## src/rtl/rate_divider.sv

```systemverilog
module rate_divider #(
  parameter int STAGES = 15
) (
  input  logic       clk,
  input  logic       rst_n,
  input  logic       tb_en,
  input  logic [2:0] mode,
  input  logic [3:0] rate,
  input  logic       pie_en,
  input  logic       sqw_en,
  input  logic       flag_clr,
  output logic       sqw_out,
  output logic       pf,
  output logic       irq,
  output logic       sec_tick
);
  localparam logic [STAGES-1:0] ONES = {STAGES{1'b1}};

  logic [STAGES-1:0] cnt;
  logic [4:0]        tap_exp;
  logic [STAGES-1:0] mask;

  wire run       = (mode == 3'b010);
  wire clr_chain = (mode[2:1] == 2'b11);
  wire adv       = run && tb_en;

  always_comb begin
    case (rate)
      4'd0:    tap_exp = 5'd0;
      4'd1:    tap_exp = 5'd8;
      4'd2:    tap_exp = 5'd9;
      default: tap_exp = {1'b0, rate};
    endcase
  end

  assign mask = ~(ONES << (tap_exp - 5'd1));

  wire tap_on     = (tap_exp != 5'd0);
  wire tap_bit    = |(cnt & (mask ^ (mask >> 1)));
  wire period_end = adv && tap_on && ((cnt & mask) == mask);
  wire wrap       = adv && (cnt == ONES);

  always_ff @(posedge clk or negedge rst_n) begin
    if (!rst_n) begin
      cnt      <= '0;
      pf       <= 1'b0;
      sec_tick <= 1'b0;
    end else begin
      if (clr_chain)  cnt <= '0;
      else if (adv)   cnt <= cnt + 1'b1;
      if (period_end) pf <= 1'b1;
      else if (flag_clr) pf <= 1'b0;
      sec_tick <= wrap;
    end
  end

  assign sqw_out = sqw_en && tap_on && tap_bit;
  assign irq     = pf && pie_en;
endmodule


```

## config.mk

```make
export PLATFORM = sky130hd
export DESIGN_NAME = rate_divider
export DESIGN_NICKNAME = d
export VERILOG_FILES = /design/src/rtl/rate_divider.sv
export SDC_FILE = /design/constraint.sdc
export NUM_CORES = 1
export LEC_CHECK = 0
export BUFFER_PORTS_ARGS = -buffer_cell sky130_fd_sc_hd__buf_2
export CAP_MARGIN = 5
export CORE_ASPECT_RATIO = 1.75
export CORE_MARGIN = 3
export CORE_UTILIZATION = 56
export CTS_CLUSTER_DIAMETER = 100
export CTS_CLUSTER_SIZE = 10
export DETAILED_ROUTE_END_ITERATION = 7
export PLACE_DENSITY = 0.86
export SETUP_SLACK_MARGIN = 0.2
export SLEW_MARGIN = 20
export SYNTH_ARGS = -nofsm -noshare
export SYNTH_HDL_FRONTEND = slang
export SYNTH_SLANG_ARGS = --single-unit
export TNS_END_PERCENT = 50
```

## constraint.sdc

```tcl
create_clock -name clk -period 5.15 [get_ports clk]
set_clock_uncertainty 0.05 [all_clocks]
set_input_delay 0.2575 -clock clk [delete_from_list [all_inputs] [get_ports clk]]
set_output_delay 0.2575 -clock clk [all_outputs]
set_load 0.01 [all_outputs]
```

# Word-level counts from Yosys, hierarchy flattened
# Cells that the tools add are included.
[op_classes]
n_eq_ne = 6
reduce_logical = 12
mux = 5
addsub = 2
shift = 1
bitwise_logic = 4
[ops]
columns = ["op", "n"]
rows = [
  ["$and 15x15->15", 2],
  ["$mux 15", 2],
  ["$add 15x1->15 const B", 1],
  ["$eq 15x15->1", 1],
  ["$eq 15x15->1 const B", 1],
  ["$not 15->15", 1],
  ["$reduce_or 15->1", 1],
  ["$shl 15x5->15 const A", 1],
  ["$xor 15x14->15", 1],
  ["$pmux 4 s3", 1],
  ["$logic_and 1x1->1", 7],
  ["$reduce_bool 5->1", 1],
  ["$sub 5x1->5 const B", 1],
  ["$eq 4x1->1 const B", 1],
  ["$eq 4x2->1 const B", 1],
  ["$logic_not 4->1", 1],
  ["$reduce_bool 2->1", 2],
  ["$eq 3x2->1 const B", 1],
  ["$eq 2x2->1 const B", 1],
  ["$mux 1", 2],
]
[word_totals]
regBits = 17
output_inout_bits = 4

# Logic depth before layout (Yosys ltp)
[logic_depth]
word_depth = 9
ltp_mapped = 14
mapped_depth_nobuf = 11

# Least setup slack after synthesis
# Ideal clock, no wire load.
[synth_path]
path_type = "input -> output"
from = "input port rate[2]"
to = "output port sqw_out"
arrival_time_ns = 2.505
path_buffers = 3
cell_stages = 14
slack_ns = 2.338
path_cell_list = "buf_6 buf_6 nor2_1 mux2_2 inv_1 ha_1 buf_4 and3b_1 nand2_1 nand3_1 nor3b_1 a31oi_1 a21o_1 a31oi_1"
[synth_between]
elab_chain_len = 9
[synth_lines]
columns = ["item", "line_no", "rtl"]
rows = [
  ["start, declared", "8", "input logic [3:0] rate,"],
  ["$eq 4x2->1, or another cell as far along", "28", "case (rate)"],
  ["$pmux 4 s3 *", "28", ""],
  ["$sub 5x1->5", "36", "assign mask = ~(ONES << (tap_exp - 5'd1));"],
  ["$shl 15x5->15", "36", ""],
  ["$not 15->15", "36", ""],
  ["$xor 15x14->15", "39", "wire tap_bit = |(cnt & (mask ^ (mask >> 1)));"],
  ["$and 15x15->15", "39", ""],
  ["$reduce_or 15->1", "39", ""],
  ["$logic_and 1x1->1 *", "57", "assign sqw_out = sqw_en && tap_on && tap_bit;"],
  ["end, declared", "12", "output logic sqw_out,"],
]
# Every way passes the cells marked *; elsewhere a longest branch is shown, timed or not.

# Worst setup path after layout
[layout_path]
from = "input port rate[3]"
to = "output port sqw_out"
# Same word-level chain as after synthesis.

==> results.toml <==
[floorplanning]
ios = 17
die_w_microns = 46.5
num_rows = 25
dieHeight_microns = 76.9
die-area_sq_mm = 0.00358
start_util_pct = 59.1
coreArea_sq_mm = 0.00272

[drt]
vias = 1507
drc = 0
post_drt_wl_per_cell_microns = 15.5
antenna_left = 0
totalWireLength_microns = 3690
first_pass_iters = 5
vias_per_cell = 6.33
drtIter0Drc = 47

[clocking]
cts_tree = "yes"
clock_path_buffers = 2
cts_buffers = 3
cts.sinks = 17
clk_latency_ps = 250
cts_htree_levels = 1
clkSlewWorstSetupHoldPaths_ps = 70
root_buffer = "clkbuf_8"

[worst_setup_path]
setup.worst_path.end_class = "output port"
worstPathMaxFanout = 17
worstPathRequired_ps = 4840
worstSetupPathType = "in2out"
arrival_ps = 3000
start_kind = "input pin"

[finish]
area_delta_synth_final_pct = 5.83
fillers = 238
antenna_cells = 0
regArea_sq_um = 425
drive_gt1_share_pct = 16.1
final_util_pct = 62.6
finalNonFillerCells = 238
layout.nets = 229
multiInputGateArea_sq_mm = 0.00108
fin_area_sq_mm = 0.00170

[sta]
fin_crit_sh_pct = 64.2
rsz0062_at_grt = "false"
slew_violations = 0
fmax_mhz = 302
tightestPinTransition_ps = 518
finalSetupViolCount = 0
final-hold-violation-count = 0
finalCriticalPeriod_ps = 3310
tns_ps = 0
relSlewSlack_pct = 65.5

[yosys]
synth_seq_cells = 17
synth_common_cells = "nor2_1 (27), nand2_1 (20), dfrtp_1 (17)"
synthesis.nets = 219
synthArstFlopShare_pct = 100
synth-seq-area-share_pct = 26.4
yosysTopAreaCell = "dfrtp_1"
syn_inst = 202
synth_edf_count = 0
yosysMostFrequentCell = "nor2_1"
ys_warn_count = 0
synth_ff_type = "dfrtp_1"
syn_avg_cell_area_sq_um = 7.97
synth.area.top_cells = "dfrtp_1 (26%), nor2_1 (6.3%), xor2_1 (4.9%), nand2_1 (4.7%), a21oi_1 (4.0%)"
synth_top_area_share_pct = 26.4
synth_cell_type_count = 54
syn_area_sq_mm = 0.00161

[pwr]
power_leakage_nw = 0.733
p_total_mw = 0.320
ir_worst_vdd_mv = 0.177
p_per_area_mw_per_mm2 = 188

[place]
hpwl_microns = 2810
port_buffers = 16
gp_congestion = 0.857
postPlaceCellArea_sq_mm = 0.00165
dp_cells = 233

[global_routing]
grt_max_degree = 18
grt_pass1_vias = 1548
overflow = 0
grt_usage_pct = 23.4
grt_antenna_before_repair = 0
grt_pass1_wl_microns = 6420

[worst_hold_path]
min_path_type = "in2reg"

[outcome]
status = "complete, no violations"

[run]
drv_cap = 0
## power breakdown
part	total (mW)	switching [mW]	internal, mW
sequential	0.137	0.00256	0.135
clock	0.0979	0.0442	0.0536
combinational	0.0852	0.0528	0.0323
total	0.320	0.0996	0.221
## layout make-up
cell class	instances	area share [%]
Inverter	6	1.32
Multi-Input combinational cell	166	63.3
Tap cell	27	1.98
Timing Repair Buffer	18	5.73
Clock inverter	1	0.294
Clock buffer	3	2.42
Sequential cell	17	25.0
## critical path, stage by stage
cell	delay [ps]
buf_2	200
nor2_1	140
mux2_2	350
inv_1	80
ha_1	470
nand2b_1	170
a21oi_1	80
a211o_4	320
a221oi_2	180
a31oi_1	100
a2111oi_2	350
a31oi_1	130
buf_2	150
## path summary, 6_finish.rpt
| path | startpoint | to | slack (ps) | cells past startpoint |
|---|---|---|---|---|
| min in group asynchronous | rst_n | cnt[12] | 390 | 2 |
| worst min-delay path | flag_clr | pf | 240 | 3 |
| worst min register to register | pf | pf | 470 | 1 |
| max in group asynchronous | rst_n | cnt[6] | 4380 | 2 |
| worst max register to register | cnt[0] | cnt[14] | 3370 | 6 |
| worst max-delay path | rate[3] | sqw_out | 1840 | 13 |
## metal layers
metal	up-vias	wire, microns	global-route usage, %
met5	-	0	0
met4	0	187	14.5
met3	25	142	2.35
met2	52	1960	40.6
met1	703	1400	24.8
li1	727	-	-
## registers in the layout, summed over array words and instances (netlist names)
register and cells:
cnt 15, pf 1, sec_tick 1
## logic make-up after synthesis
group / count (synthesis) / share of synthesized area, %
flip-flops: 17 / 26.4
buffers and inverters: 19 / 6.61
AO/OA/AOI/OAI: 49 / 21.5
AND/OR/NAND/NOR: 94 / 30.6
XOR/XNOR: 17 / 10.4
adder cells (fa/ha/maj): 4 / 3.11
multiplexers: 2 / 1.32
## per-stage QoR
stage                     worst slack, ps  hold WS, ps
after CTS                            1880          240
after detailed placement             1890          146
after floorplan                      2340        -88.1
after global routing                 1670          270
final                                1840          241
after global placement               1960          139
## placed cells by master, fill, tap and decap left out, types with 3 or more instances in the layout
master	instances
nor2b_1	4
clkbuf_8	3
o21ai_1	5
buf_2	16
xnor2_1	7
o21ai_0	7
nand3_1	7
nand2b_1	7
or3_1	3
inv_1	5
ha_1	4
a21oi_1	13
dfrtp_1	17
nand2_1	20
and2_1	6
a31oi_1	4
nor2_1	27
xor2_1	9
and3_1	5
## repair_timing
action                                 4_1_cts  5_1_grt
endpoints found under the hold margin       17        0
resized for setup                            0        0
hold buffers                                 1        0
setup buffers                                0        0
setup endpoints to repair                    0        0
Note: power is estimated with default switching activity, not from simulation.
